File: config.mk
export PLATFORM = sky130hd
export DESIGN_NAME = ibw_ctrl
export DESIGN_NICKNAME = d
export VERILOG_FILES = /design/src/rtl/ibw_pkg.sv /design/src/rtl/ibw_carry.sv /design/src/rtl/ibw_lane.sv /design/src/rtl/ibw_ctrl.sv
export SDC_FILE = /design/constraint.sdc
export NUM_CORES = 1
export LEC_CHECK = 0
export ABC_AREA = 1
export BUFFER_PORTS_ARGS = -buffer_cell sky130_fd_sc_hd__buf_2
export CAP_MARGIN = 40
export CORE_ASPECT_RATIO = 1.5
export CORE_MARGIN = 4
export CORE_UTILIZATION = 40
export DETAILED_ROUTE_END_ITERATION = 10
export GPL_ROUTABILITY_DRIVEN = 0
export SLEW_MARGIN = 20
export SYNTH_ARGS = -nofsm -noshare
export SYNTH_HDL_FRONTEND = slang
export SYNTH_SLANG_ARGS = --single-unit
File: constraint.sdc
create_clock -name clk -period 8.5 [get_ports clk]
set_clock_uncertainty 0.05 [all_clocks]
set_input_delay 0.85 -clock clk [delete_from_list [all_inputs] [get_ports clk]]
set_output_delay 0.85 -clock clk [all_outputs]
set_load 0.1 [all_outputs]
File: src/rtl/ibw_pkg.sv
package ibw_pkg;
  typedef enum logic [2:0] {
    LO_IDLE   = 3'd0,
    LO_REFUSE = 3'd1,
    LO_ISSUE  = 3'd2,
    LO_SPILL  = 3'd3,
    LO_STALL  = 3'd4
  } lane_outcome_e;
endpackage

File: src/rtl/ibw_carry.sv
module ibw_carry #(
  parameter int ISSUE_WIDTH = 4,
  parameter int UOP_W       = 3,
  localparam int BW = $clog2(ISSUE_WIDTH + 1),
  localparam int DW = (UOP_W > BW ? UOP_W : BW) + 1
) (
  input  logic             clk,
  input  logic             rst_n,
  input  logic             spill_i,
  input  logic [UOP_W-1:0] spill_amt_i,
  input  logic             spill_end_i,
  output logic             busy_o,
  output logic             still_o,
  output logic [BW-1:0]    budget_o
);
  localparam logic [DW-1:0] WIDTH_D = DW'(ISSUE_WIDTH);

  logic             pend_q, pend_d;
  logic [UOP_W-1:0] left_q, left_d;
  logic             end_q, end_d;
  logic             en;
  logic [DW-1:0]    left_ext;

  assign left_ext = DW'(left_q);
  assign busy_o   = pend_q;
  assign still_o  = pend_q && (left_ext > WIDTH_D);

  // settle the carry first, before any lane sees the budget
  always_comb begin
    if (!pend_q)
      budget_o = BW'(ISSUE_WIDTH);
    else if (still_o || end_q)
      budget_o = '0;
    else
      budget_o = BW'(WIDTH_D - left_ext);
  end

  assign en = pend_q | spill_i;

  always_comb begin
    pend_d = pend_q;
    left_d = left_q;
    end_d  = end_q;
    if (still_o) begin
      left_d = UOP_W'(left_ext - WIDTH_D);
    end else if (pend_q) begin
      pend_d = 1'b0;
      left_d = '0;
    end
    if (spill_i) begin
      pend_d = 1'b1;
      left_d = spill_amt_i;
      end_d  = spill_end_i;
    end
  end

  always_ff @(posedge clk or negedge rst_n) begin
    if (!rst_n) begin
      pend_q <= 1'b0;
      left_q <= '0;
      end_q  <= 1'b0;
    end else if (en) begin
      pend_q <= pend_d;
      left_q <= left_d;
      end_q  <= end_d;
    end
  end

  // a new spill only when the carry of this cycle has fully drained
  p_spill_free_r6: assert property (@(posedge clk) disable iff (!rst_n)
    spill_i |-> !still_o);
  // a carry above the width drains by exactly one width per cycle
  p_drain_step_r8: assert property (@(posedge clk) disable iff (!rst_n)
    still_o |=> (pend_q && (DW'(left_q) == $past(left_ext) - WIDTH_D)));
  // a carry that fits the width completes in that cycle
  p_complete_r9: assert property (@(posedge clk) disable iff (!rst_n)
    (pend_q && !still_o && !spill_i) |=> !pend_q);
endmodule

File: src/rtl/ibw_lane.sv
module ibw_lane
  import ibw_pkg::*;
#(
  parameter int ISSUE_WIDTH = 4,
  parameter int UOP_W       = 3,
  localparam int BW = $clog2(ISSUE_WIDTH + 1),
  localparam int DW = (UOP_W > BW ? UOP_W : BW) + 1
) (
  input  logic             open_i,
  input  logic [BW-1:0]    budget_i,
  input  logic [BW-1:0]    issued_i,
  input  logic             valid_i,
  input  logic [UOP_W-1:0] uops_i,
  input  logic             begin_i,
  input  logic             end_i,
  input  logic             hazard_i,
  output logic             open_o,
  output logic [BW-1:0]    budget_o,
  output logic [BW-1:0]    issued_o,
  output logic             accept_o,
  output lane_outcome_e    outcome_o,
  output logic [UOP_W-1:0] spill_amt_o
);
  localparam logic [DW-1:0] WIDTH_D = DW'(ISSUE_WIDTH);

  logic [DW-1:0] u_ext, b_ext;
  logic          wide, fits, grp_ok;

  assign u_ext  = DW'(uops_i);
  assign b_ext  = DW'(budget_i);
  assign wide   = u_ext > WIDTH_D;
  assign fits   = wide || (b_ext >= u_ext);
  assign grp_ok = !begin_i || (issued_i == '0);

  always_comb begin
    open_o      = 1'b0;
    budget_o    = budget_i;
    issued_o    = issued_i;
    spill_amt_o = '0;
    outcome_o   = LO_IDLE;
    if (open_i && valid_i) begin
      if (!(fits && grp_ok)) begin
        outcome_o = LO_REFUSE;
      end else if (hazard_i) begin
        outcome_o = LO_STALL;
        budget_o  = '0;
      end else if (u_ext > b_ext) begin
        outcome_o   = LO_SPILL;
        spill_amt_o = UOP_W'(u_ext - b_ext);
        budget_o    = '0;
      end else begin
        outcome_o = LO_ISSUE;
        open_o    = 1'b1;
        issued_o  = BW'(DW'(issued_i) + u_ext);
        budget_o  = end_i ? '0 : BW'(b_ext - u_ext);
      end
    end
  end

  assign accept_o = (outcome_o == LO_ISSUE) || (outcome_o == LO_SPILL);
endmodule

File: src/rtl/ibw_ctrl.sv
module ibw_ctrl
  import ibw_pkg::*;
#(
  parameter int ISSUE_WIDTH = 4,
  parameter int LANES       = 4,
  parameter int UOP_W       = 3,
  localparam int BW = $clog2(ISSUE_WIDTH + 1)
) (
  input  logic                   clk,
  input  logic                   rst_n,
  input  logic [LANES-1:0]       cand_valid,
  input  logic [LANES*UOP_W-1:0] cand_uops,
  input  logic [LANES-1:0]       cand_begin,
  input  logic [LANES-1:0]       cand_end,
  input  logic [LANES-1:0]       cand_hazard,
  input  logic                   stall_hold,
  output logic [LANES-1:0]       issue_accept,
  output logic [BW-1:0]          budget_left,
  output logic [BW-1:0]          issued_cnt,
  output logic                   carry_busy
);
  logic             open_c   [LANES+1];
  logic [BW-1:0]    budget_c [LANES+1];
  logic [BW-1:0]    issued_c [LANES+1];
  lane_outcome_e    outcome  [LANES];
  logic [UOP_W-1:0] amt      [LANES];
  logic             still;
  logic [BW-1:0]    carry_budget;
  logic             spill;
  logic [UOP_W-1:0] spill_amt;
  logic             spill_end;

  ibw_carry #(.ISSUE_WIDTH(ISSUE_WIDTH), .UOP_W(UOP_W)) u_carry (
    .clk        (clk),
    .rst_n      (rst_n),
    .spill_i    (spill),
    .spill_amt_i(spill_amt),
    .spill_end_i(spill_end),
    .busy_o     (carry_busy),
    .still_o    (still),
    .budget_o   (carry_budget)
  );

  assign open_c[0]   = !still && !stall_hold;
  assign budget_c[0] = stall_hold ? '0 : carry_budget;
  assign issued_c[0] = '0;

  for (genvar i = 0; i < LANES; i++) begin : g_lane
    ibw_lane #(.ISSUE_WIDTH(ISSUE_WIDTH), .UOP_W(UOP_W)) u_lane (
      .open_i     (open_c[i]),
      .budget_i   (budget_c[i]),
      .issued_i   (issued_c[i]),
      .valid_i    (cand_valid[i]),
      .uops_i     (cand_uops[i*UOP_W +: UOP_W]),
      .begin_i    (cand_begin[i]),
      .end_i      (cand_end[i]),
      .hazard_i   (cand_hazard[i]),
      .open_o     (open_c[i+1]),
      .budget_o   (budget_c[i+1]),
      .issued_o   (issued_c[i+1]),
      .accept_o   (issue_accept[i]),
      .outcome_o  (outcome[i]),
      .spill_amt_o(amt[i])
    );

    // a group opener issues only into an empty cycle
    p_begin_first_r5: assert property (@(posedge clk) disable iff (!rst_n)
      (issue_accept[i] && cand_begin[i]) |-> (issued_c[i] == '0));
  end

  // at most one lane can spill because a spill closes the chain
  always_comb begin
    spill     = 1'b0;
    spill_amt = '0;
    spill_end = 1'b0;
    for (int i = 0; i < LANES; i++) begin
      if (outcome[i] == LO_SPILL) begin
        spill     = 1'b1;
        spill_amt = spill_amt | amt[i];
        spill_end = spill_end | cand_end[i];
      end
    end
  end

  assign budget_left = budget_c[LANES];
  assign issued_cnt  = issued_c[LANES];

  p_no_overflow_r11: assert property (@(posedge clk) disable iff (!rst_n)
    (int'(issued_cnt) <= ISSUE_WIDTH) &&
    (int'(budget_left) + int'(issued_cnt) <= ISSUE_WIDTH));
  p_hold_quiet_r2: assert property (@(posedge clk) disable iff (!rst_n)
    stall_hold |-> (issue_accept == '0 && budget_left == '0));
  p_in_order_r12: assert property (@(posedge clk) disable iff (!rst_n)
    ((issue_accept & (issue_accept + 1'b1)) == '0));
  p_spill_busy_r6: assert property (@(posedge clk) disable iff (!rst_n)
    spill |=> carry_busy);
endmodule

==> out/qor.yml, run 1 <==
power_and_ir_drop:
  pwr-share-seq_pct: 14.1
  switching_share_pct: 44.3
  p_per_area_nw_per_um2: 73.3
  power_frac_comb_pct: 68.1
  switchingPower_w: 0.000108
  power.share.clock_pct: 17.8
  p_leak_nw: 1.80
  power.internal_w: 0.000135
  ir_worst_vdd_mv: 0.0527
critical_path:
  critical_path_class: "flop to output port"
  crit_family: "simple AND/OR/NAND/NOR gates"
  r2r-start: "u_carry.left_q[0]"
  r2r_slack_ns: 1.61
  slowest_delay_ns: 0.42
  cp_common_cell: "buf_4"
  crit_fanout: 6
  end_kind: "output port"
  reg2reg_depth: 50
  arrival_ns: 7.10
  crit_cells: 46
  cp_slowest_cell: "fa_1"
  r2r-end: "u_carry.end_q"
  critPathRequiredTime_ns: 7.60
  critPathLaunchType: "flop"
  path_buf_inv: 15
hold_path:
  hold_class: "input port to asynchronous set/reset pin"
floorplanning:
  die_area_um2: 6800
  boundaryPins: 42
  start_util_pct: 42.1
  dieHeight_um: 99
  core_area_um2: 5250
  placementRows: 32
  die_w_um: 68.7
sta:
  period_share_pct: 94.1
  worst_pin_slew_ns: 0.487
  finalHoldViolCount: 0
  period_needed_ns: 8.00
  slew_headroom_pct: 67.8
  finalMaxSlewViolations: 0
  setup_violations: 0
  fin_ws_ns: 0.502
  rsz0062_at_grt: "false"
  max_freq_mhz: 125
  final.setup.tns_ns: 0
global_routing:
  grt_max_degree: 7
  grt_use_total_pct: 19.0
  antenna_found_initial: 0
  grt_pass1_vias: 2393
  grt_overflow: 0
  grt_pass1_wl_mm: 10.0
clocking:
  clock_latency_ns: 0.22
  clk_path_buf_depth: 2
  cts_made_buffers: 3
  cts_num_sinks: 5
  cts_hold_buffers: 0
  htree_num_levels: 1
  clk_pin_slew_ns: 0.03
  tritoncts: "yes"
  cts_root_buf: "clkbuf_8"
logic_synthesis:
  synth_seq_cells: 5
  async_reset_ff_share_pct: 100
  syn_nets: 399
  synthDistinctLibCells: 41
  synth.avg_cell_area_um2: 6.73
  syn_inst: 328
  synth_seq_area_share_pct: 5.67
  yosysWarnings: 0
  synth_ff_type: "dfrtp_1"
  synth_edf_count: 0
  netlist_area_um2: 2210
routing:
  drt_iter0_drc: 64
  drc: 0
  via_count: 2414
  wl_per_cell_um: 13.5
  dr.pass1.iters: 4
  routed_wl_mm: 6.66
  viasPerCell: 4.89
  antenna_left: 0
cells_and_area:
  area.growth.synth_to_final_pct: 50.3
  n_antenna_cell: 0
  fill_cells: 479
  drive_gt1_share_pct: 43.0
  final_area_um2: 3320
  nets: 498
place:
  placed_area_um2: 2990
  hpwl_mm: 5.60
  port_buffers: 40
  dp_slack_ns: -0.0922
flow_run:
  maxCapViolCount: 0
run_status:
  status: "finished clean"
routing by layer:
layer	vias up	wire length (um)	GRT usage (%)
met5	-	0	0
met4	0	212	6.13
met3	16	177	0.342
met2	54	3860	38.6
met1	1106	2400	19.2
li1	1238	-	-
cell type report:
| class | count | area [um2] | area share [%] |
|---|---|---|---|
| clock buffers | 4 | 45.0 | 1.36 |
| multi-input cells | 234 | 2000 | 60.2 |
| well taps | 68 | 85.1 | 2.56 |
| inverters | 83 | 312 | 9.39 |
| flip-flops and latches | 5 | 125 | 3.77 |
| repair buffers | 100 | 756 | 22.8 |
cell usage in the layout, fill, tap and decap left out, drive strengths merged, types with 9 or more instances in the layout:
cell,synthesis,final
buf,5,100
inv,83,83
nand2,56,56
nor2,33,33
ha,29,29
a21oi,20,20
nand3,19,19
nand4,15,15
fa,11,11
o21ai,9,9
nor3,9,9
Yosys cell counts, types with 7 or more instances:
| library cell | count | area, um2 |
|---|---|---|
| ha_1 | 29 | 363 |
| nand2_1 | 38 | 143 |
| nor2_1 | 24 | 90.1 |
| nand4_1 | 13 | 81.3 |
| a21oi_1 | 17 | 85.1 |
| nor3_1 | 9 | 45.0 |
| inv_1 | 80 | 300 |
| xor2_1 | 7 | 61.3 |
| nand2_2 | 14 | 87.6 |
| fa_1 | 11 | 220 |
| nand3_1 | 16 | 80.1 |
worst max path at each step:
| stage | start | to | slack, ns |
|---|---|---|---|
| after floorplan | u_carry.busy_o | budget_left[0] | -0.60 |
| after global placement | u_carry.left_q[0] | budget_left[0] | 0.04 |
| after detailed placement | u_carry.left_q[0] | budget_left[0] | -0.09 |
| after CTS | u_carry.left_q[0] | budget_left[1] | 0.0009 |
| after global routing | u_carry.left_q[0] | budget_left[1] | 0.008 |
| final | u_carry.left_q[0] | budget_left[1] | 0.50 |
repair_timing:
item,in CTS,in global routing
buffers inserted,0,4
pin swaps,1,12
endpoints found under the setup margin,7,7
resized for setup,8,42
cell families (layout without fill, tap and decap cells):
kind of cell	after synthesis	in the layout	synth area share, %
flip-flops	5	5	5.67
buffers and inverters	89	187	16.1
AND/OR/NAND/NOR	140	140	34.7
AO/OA/AOI/OAI	45	45	13.5
adder cells (fa/ha/maj)	40	40	26.4
XOR/XNOR	9	9	3.57
through the flow:
step,hold slack [ns],utilization (%),instances,total power (W)
2_1_floorplan,0.429,-,328,0.000120
3_3_place_gp,0.464,57.1,486,0.000179
3_5_place_dp,0.465,57.1,486,0.000182
4_1_cts,0.389,58.6,490,0.000228
5_1_grt,0.397,63.3,494,0.000263
6_report,0.385,63.3,494,0.000243
sequential cells by signal, summed over array words and instances (netlist names):
name / flops
u_carry.left_q: 3
u_carry.busy_o: 1
u_carry.end_q: 1
power by group through the flow:
stage,clock network [W],registers [W],logic (W)
2_1_floorplan,0,0.0000343,0.0000858
3_3_place_gp,0,0.0000343,0.000145
3_5_place_dp,0,0.0000342,0.000148
4_1_cts,0.0000436,0.0000340,0.000150
5_1_grt,0.0000457,0.0000348,0.000183
6_report,0.0000434,0.0000343,0.000166
No activity file was read; power rests on OpenSTA's default activity.
==> run 2: changes to the inputs <==
SYNTH_HIERARCHICAL = 1   (was not set)
==> run 2 against run 1 <==
Against the previous run:
- routed wire length is 12% lower
- die area rose by 19%
- hold slack got worse by 0.0024 ns
- register-to-register slack lost 0.26 ns
- cell count up 5.9%
- critical path depth grew 4
==> out/qor.yml, run 2 <==
place:
  dp_slack_ns: 0.648  # was -0.0922 ns
  port_buffers: 41  # was 40
  hpwl_mm: 5.33  # was 5.60 mm
sta:
  max_freq_mhz: 129  # was 125 MHz
  finalHoldViolCount: 0  # unchanged
  period_share_pct: 91.2  # was 94.1%
  period_needed_ns: 7.75  # was 8.00 ns
  worst_pin_slew_ns: 0.561  # was 0.487 ns
  fin_ws_ns: 0.752  # was 0.502 ns
  slew_headroom_pct: 62.2  # was 67.8%
  worst_hold_slack_ns: 0.383  # was 0.385 ns
  finalMaxSlewViolations: 0  # unchanged
  setup_violations: 0  # unchanged
cells_and_area:
  area.growth.synth_to_final_pct: 11.8  # was 50.3%
  top_register: "u_carry/left_q"  # was u_carry.left_q
  seq_area_um2: 125  # unchanged
  drive_gt1_share_pct: 23.9  # was 43.0%
  layout_common_cells: "nand2_1, inv_1, buf_2"  # was inv_1, buf_4, nand2_1
  final_common_cell: "nand2_1"  # was inv_1
  n_antenna_cell: 0  # unchanged
  multi_input_area_um2: 2200  # was 2000 um2
  nets: 521  # was 498
  largest_reg_flops: 3  # unchanged
  fill_cells: 718  # was 479
logic_synthesis:
  async_reset_ff_share_pct: 100  # unchanged
  synth_seq_cells: 5  # unchanged
  synth.avg_cell_area_um2: 6.64  # was 6.73 um2
  yosysTopAreaCell: "nand2_1"  # was ha_1
  synthMostInstantiatedCell: "nand2_1"  # was inv_1
  yosys.area.top_type_share_pct: 14.4  # was 16.4%
  synth_edf_count: 0  # unchanged
  synth_ff_type: "dfrtp_1"  # unchanged
  syn_inst: 402  # was 328
  synth_top_cells_by_area: "nand2_1, ha_1, inv_1"  # was ha_1, inv_1, fa_1
  yosysWarnings: 6  # was 0
  synthDistinctLibCells: 32  # was 41
  synth_seq_area_share_pct: 4.69  # was 5.67%
  ys_top_cells_by_count: "nand2_1, inv_1, nor2_1"  # was inv_1, nand2_1, ha_1
  netlist_area_um2: 2670  # was 2210 um2
critical_path:
  crit_fanout: 13  # was 6
  cp_slowest_cell: "ha_1"  # was fa_1
  crit_start: "u_carry/left_q[0]"  # was u_carry.left_q[0]
  cp_common_cell: "nand2_1"  # was buf_4
  end_kind: "output port"  # unchanged
  slowest_delay_ns: 0.49  # was 0.42 ns
  critPathRequiredTime_ns: 7.60  # about the same
  arrival_ns: 6.85  # was 7.10 ns
  r2r-start: "u_carry/left_q[0]"  # was u_carry.left_q[0]
  critical_path_class: "flop to output port"  # unchanged
  critPathLaunchType: "flop"  # unchanged
clocking:
  clock_latency_ns: 0.22  # about the same
  tritoncts: "yes"  # unchanged
  cts_num_sinks: 5  # unchanged
  cts_made_buffers: 3  # unchanged
  cts_root_buf: "clkbuf_8"  # unchanged
  clk_pin_slew_ns: 0.04  # was 0.03 ns
  htree_num_levels: 1  # unchanged
  clk_path_buf_depth: 2  # unchanged
  postCtsSetupBuffers: 0  # unchanged
global_routing:
  grt_use_total_pct: 15.2  # was 19.0%
  grt_max_degree: 14  # was 7
  grt_overflow: 0  # unchanged
  grt_pass1_vias: 2412  # was 2393
  antenna_found_initial: 0  # unchanged
  grt_pass1_wl_mm: 10.0  # about the same
floorplanning:
  boundaryPins: 42  # unchanged
  placementRows: 36  # was 32
  start_util_pct: 41.1  # was 42.1%
  die_area_um2: 8070  # was 6800 um2
  die_w_um: 74.7  # was 68.7 um
  dieHeight_um: 108  # was 99 um
  core_area_um2: 6490  # was 5250 um2
flow_run:
  maxCapViolCount: 0  # unchanged
power_and_ir_drop:
  total_power_w: 0.000190  # was 0.000243 W
  p_leak_nw: 1.56  # was 1.80 nW
  p_per_area_nw_per_um2: 63.6  # was 73.3 nW/um2
  power_frac_comb_pct: 62.5  # was 68.1%
  ir_worst_vdd_mv: 0.0350  # was 0.0527 mV
  power.internal_w: 0.0000982  # was 0.000135 W
  switching_share_pct: 48.2  # was 44.3%
  pwr-share-seq_pct: 13.7  # was 14.1%
  power.share.clock_pct: 23.8  # was 17.8%
  switchingPower_w: 0.0000915  # was 0.000108 W
routing:
  via_count: 2508  # was 2414
  wl_per_cell_um: 11.2  # was 13.5 um
  viasPerCell: 4.80  # was 4.89
  drt_iter0_drc: 92  # was 64
  dr.pass1.iters: 4  # unchanged
  antenna_left: 0  # unchanged
  routed_wl_mm: 5.85  # was 6.66 mm
  drc: 0  # unchanged
run_status:
  status: "finished clean"  # unchanged
hold_path:
  hold_class: "input port to asynchronous set/reset pin"  # unchanged
run 2: worst paths after layout:
| check | endpoint | slack, ns | depth (start not counted) |
|---|---|---|---|
| setup / recovery | issued_cnt[0] | 0.75 | 50 |
| hold / removal | u_carry/busy_o | 0.38 | 1 |
| setup reg to reg | u_carry/left_q[1] | 1.35 | 52 |
| hold reg to reg | u_carry/left_q[1] | 0.45 | 2 |
| max in group asynchronous | u_carry/left_q[1] | 7.89 | 1 |
| min in group clk | u_carry/left_q[1] | 0.45 | 2 |
run 2: worst max-delay path, delay by kind of cell, from the launching register on:
kind | cells | cell delay [ns]
adder cells (fa/ha/maj) | 6 | 1.95
flip-flops | 1 | 0.37
AND/OR/NAND/NOR | 30 | 3.17
buffers and inverters | 13 | 0.99
AO/OA/AOI/OAI | 1 | 0.13
run 2: what timing repair did:
action                                  4_1_cts  5_1_grt
hold buffers                                  0        0
resized for setup                             0       13
endpoints found under the hold margin         0        0
endpoints found under the setup margin        0        7
run 2: cell families after synthesis:
group	after synthesis	synth area share (%)
fa+ha+maj	42	23.1
xor+xnor	16	5.25
simple gates	221	44.7
buf+inv	87	14.3
flops	5	4.69
compound gates	30	7.93
other cells	1	0.141
run 2: routing by layer:
layer / GRT usage [%] / up-vias / wire length (um)
met2: 28.6 / 35 / 3160
met3: 1.02 / 12 / 164
met1: 17.5 / 1114 / 2360
met4: 5.22 / 0 / 159
met5: 0 / - / 0
li1: - / 1347 / -
run 2: layout make-up:
cell class	instances	area share (%)
repair buffers	41	7.38
clock buffers	4	1.51
flip-flops and latches	5	4.19
well taps	76	3.19
inverters	80	10.1
multi-input cells	317	73.6
run 2: power groups by stage:
stage | registers, W | logic [W] | clock network (W)
finish | 0.0000260 | 0.000118 | 0.0000452
global route | 0.0000261 | 0.000132 | 0.0000471
CTS | 0.0000260 | 0.000119 | 0.0000456
detailed placement | 0.0000263 | 0.000118 | 0
global placement | 0.0000263 | 0.000117 | 0
floorplan | 0.0000262 | 0.0000937 | 0
run 2: per-stage QoR:
stage          TNS [ns]  instances  cell area [um2]  util (%)
6_report              0        523             2980      46.0
5_1_grt        -0.00430        523             2980      46.0
4_1_cts               0        523             2960      45.6
3_5_place_dp          0        519             2920      44.9
3_3_place_gp          0        519             2920      44.9
2_1_floorplan         0        409             2690         -
==> run 3: changes to the inputs <==
MAX_ROUTING_LAYER = met4   (was not set)
==> run 3 against run 2 <==
Against the previous run:
- count of clock-buffer cells in the layout unchanged
- core utilization unchanged
- die area unchanged
- power about the same
- critical path depth unchanged
- routed wire length increased by 0.10%
- cell count unchanged
==> out/qor.yml, run 3 (same netlist as run 2, synthesis figures left out) <==
routing:
  viasPerCell: 4.81  # was 4.80
  via_count: 2514  # was 2508
  routed_wl_mm: 5.86  # was 5.85 mm
  wl_per_cell_um: 11.2  # about the same
  antenna_left: 0  # unchanged
  drt_iter0_drc: 92  # unchanged
  dr.pass1.iters: 4  # unchanged
  drc: 0  # unchanged
critical_path:
  slowest_delay_ns: 0.49  # about the same
  crit_start: "u_carry/left_q[0]"  # unchanged
  arrival_ns: 6.85  # about the same
  cp_slowest_cell: "ha_1"  # unchanged
  critPathLaunchType: "flop"  # unchanged
  critPathRequiredTime_ns: 7.60  # about the same
  r2r-start: "u_carry/left_q[0]"  # unchanged
  crit_fanout: 13  # unchanged
  cp_common_cell: "nand2_1"  # unchanged
  end_kind: "output port"  # unchanged
  critical_path_class: "flop to output port"  # unchanged
hold_path:
  hold_class: "input port to asynchronous set/reset pin"  # unchanged
cells_and_area:
  nets: 521  # unchanged
  drive_gt1_share_pct: 23.9  # unchanged
  final_area_um2: 2980  # unchanged
  area.growth.synth_to_final_pct: 11.8  # unchanged
  final_common_cell: "nand2_1"  # unchanged
  top_register: "u_carry/left_q"  # unchanged
  seq_area_um2: 125  # unchanged
  layout_common_cells: "nand2_1, inv_1, buf_2"  # unchanged
  largest_reg_flops: 3  # unchanged
  n_antenna_cell: 0  # unchanged
  multi_input_area_um2: 2200  # unchanged
  instances_no_fill: 523  # unchanged
  fill_cells: 718  # unchanged
place:
  dp_cells: 519  # unchanged
  placed_area_um2: 2920  # unchanged
  port_buffers: 41  # unchanged
  hpwl_mm: 5.33  # unchanged
sta:
  finalMaxSlewViolations: 0  # unchanged
  setup_violations: 0  # unchanged
  period_needed_ns: 7.75  # about the same
  slew_headroom_pct: 62.2  # about the same
  period_share_pct: 91.1  # was 91.2%
  finalHoldViolCount: 0  # unchanged
  max_freq_mhz: 129  # about the same
  worst_pin_slew_ns: 0.561  # about the same
clocking:
  post_cts_resized: 0  # unchanged
  clk_path_buf_depth: 2  # unchanged
  cts_hold_buffers: 0  # unchanged
  tritoncts: "yes"  # unchanged
  clk_pin_slew_ns: 0.04  # about the same
  htree_num_levels: 1  # unchanged
  cts_root_buf: "clkbuf_8"  # unchanged
  cts_num_sinks: 5  # unchanged
  cts_made_buffers: 3  # unchanged
  postCtsSetupBuffers: 0  # unchanged
  clock_latency_ns: 0.22  # about the same
power_and_ir_drop:
  p_per_area_nw_per_um2: 63.6  # about the same
  ir_worst_vdd_mv: 0.0350  # about the same
  p_leak_nw: 1.56  # unchanged
global_routing:
  antenna_found_initial: 0  # unchanged
  grt_pass1_wl_mm: 10.0  # unchanged
  grt_overflow: 0  # unchanged
  grt_max_degree: 14  # unchanged
  grt_pass1_vias: 2412  # unchanged
  grt_use_total_pct: 15.6  # was 15.2%
floorplanning:
  die_area_um2: 8070  # unchanged
  boundaryPins: 42  # unchanged
  die_w_um: 74.7  # unchanged
  dieHeight_um: 108  # unchanged
  start_util_pct: 41.1  # unchanged
  core_area_um2: 6490  # unchanged
  placementRows: 36  # unchanged
flow_run:
  maxCapViolCount: 0  # unchanged
run_status:
  status: "finished clean"  # unchanged
-- run 3: cell counts in the layout (fill, tap and decap cells not counted) --
No cell type changed its count.
-- run 3: final timing paths --
| kind | endpoint | slack, ns | cells past startpoint |
|---|---|---|---|
| min in group clk | u_carry/left_q[1] | 0.45 | 2 |
| max in group asynchronous | u_carry/left_q[1] | 7.88 | 1 |
| worst max-delay path | issued_cnt[0] | 0.75 | 50 |
| worst min register to register | u_carry/left_q[1] | 0.45 | 2 |
| worst max register to register | u_carry/left_q[1] | 1.35 | 52 |
| worst min-delay path | u_carry/busy_o | 0.38 | 1 |
-- run 3: final cells by class --
| type | instances | area share (%) |
|---|---|---|
| Multi-Input combinational cell | 317 | 73.6 |
| Inverter | 80 | 10.1 |
| Timing Repair Buffer | 41 | 7.38 |
| Sequential cell | 5 | 4.19 |
| Tap cell | 76 | 3.19 |
| Clock buffer | 4 | 1.51 |
-- run 3: stage by stage --
step | setup WS [ns] | TNS (ns) | utilization [%] | total power (W) | hold slack, ns
6_report | 0.752 | 0 | 46.0 | 0.000190 | 0.383
5_1_grt | -0.00430 | -0.00430 | 46.0 | 0.000205 | 0.397
4_1_cts | 0.394 | 0 | 45.6 | 0.000190 | 0.389
3_5_place_dp | 0.648 | 0 | 44.9 | 0.000145 | 0.440
3_3_place_gp | 0.739 | 0 | 44.9 | 0.000144 | 0.437
2_1_floorplan | 0.527 | 0 | - | 0.000120 | 0.419
-- run 3: metal layers --
layer | part of all wire, % | GRT usage, % | up-vias | routed length, um
met4 | 2.7 | 5.22 | 0 | 157
met2 | 54 | 28.6 | 35 | 3160
met1 | 40 | 17.6 | 1113 | 2370
met3 | 2.8 | 0.930 | 19 | 162
met5 | 0 | - | - | 0
li1 | - | - | 1347 | -
-- run 3: worst max-delay path: cells and delay by family (launching register included) --
family / cells / cell delay, ns
and+or+nand+nor: 30 / 3.16
adders and majority gates: 6 / 1.95
buffers and inverters: 13 / 0.99
DFF: 1 / 0.37
AOI/OAI and AO/OA: 1 / 0.13
-- run 3: power by group --
part / internal (W) / switching, W
combinational: 0.0000407 / 0.0000778
sequential: 0.0000252 / 0.000000845
clock: 0.0000323 / 0.0000129
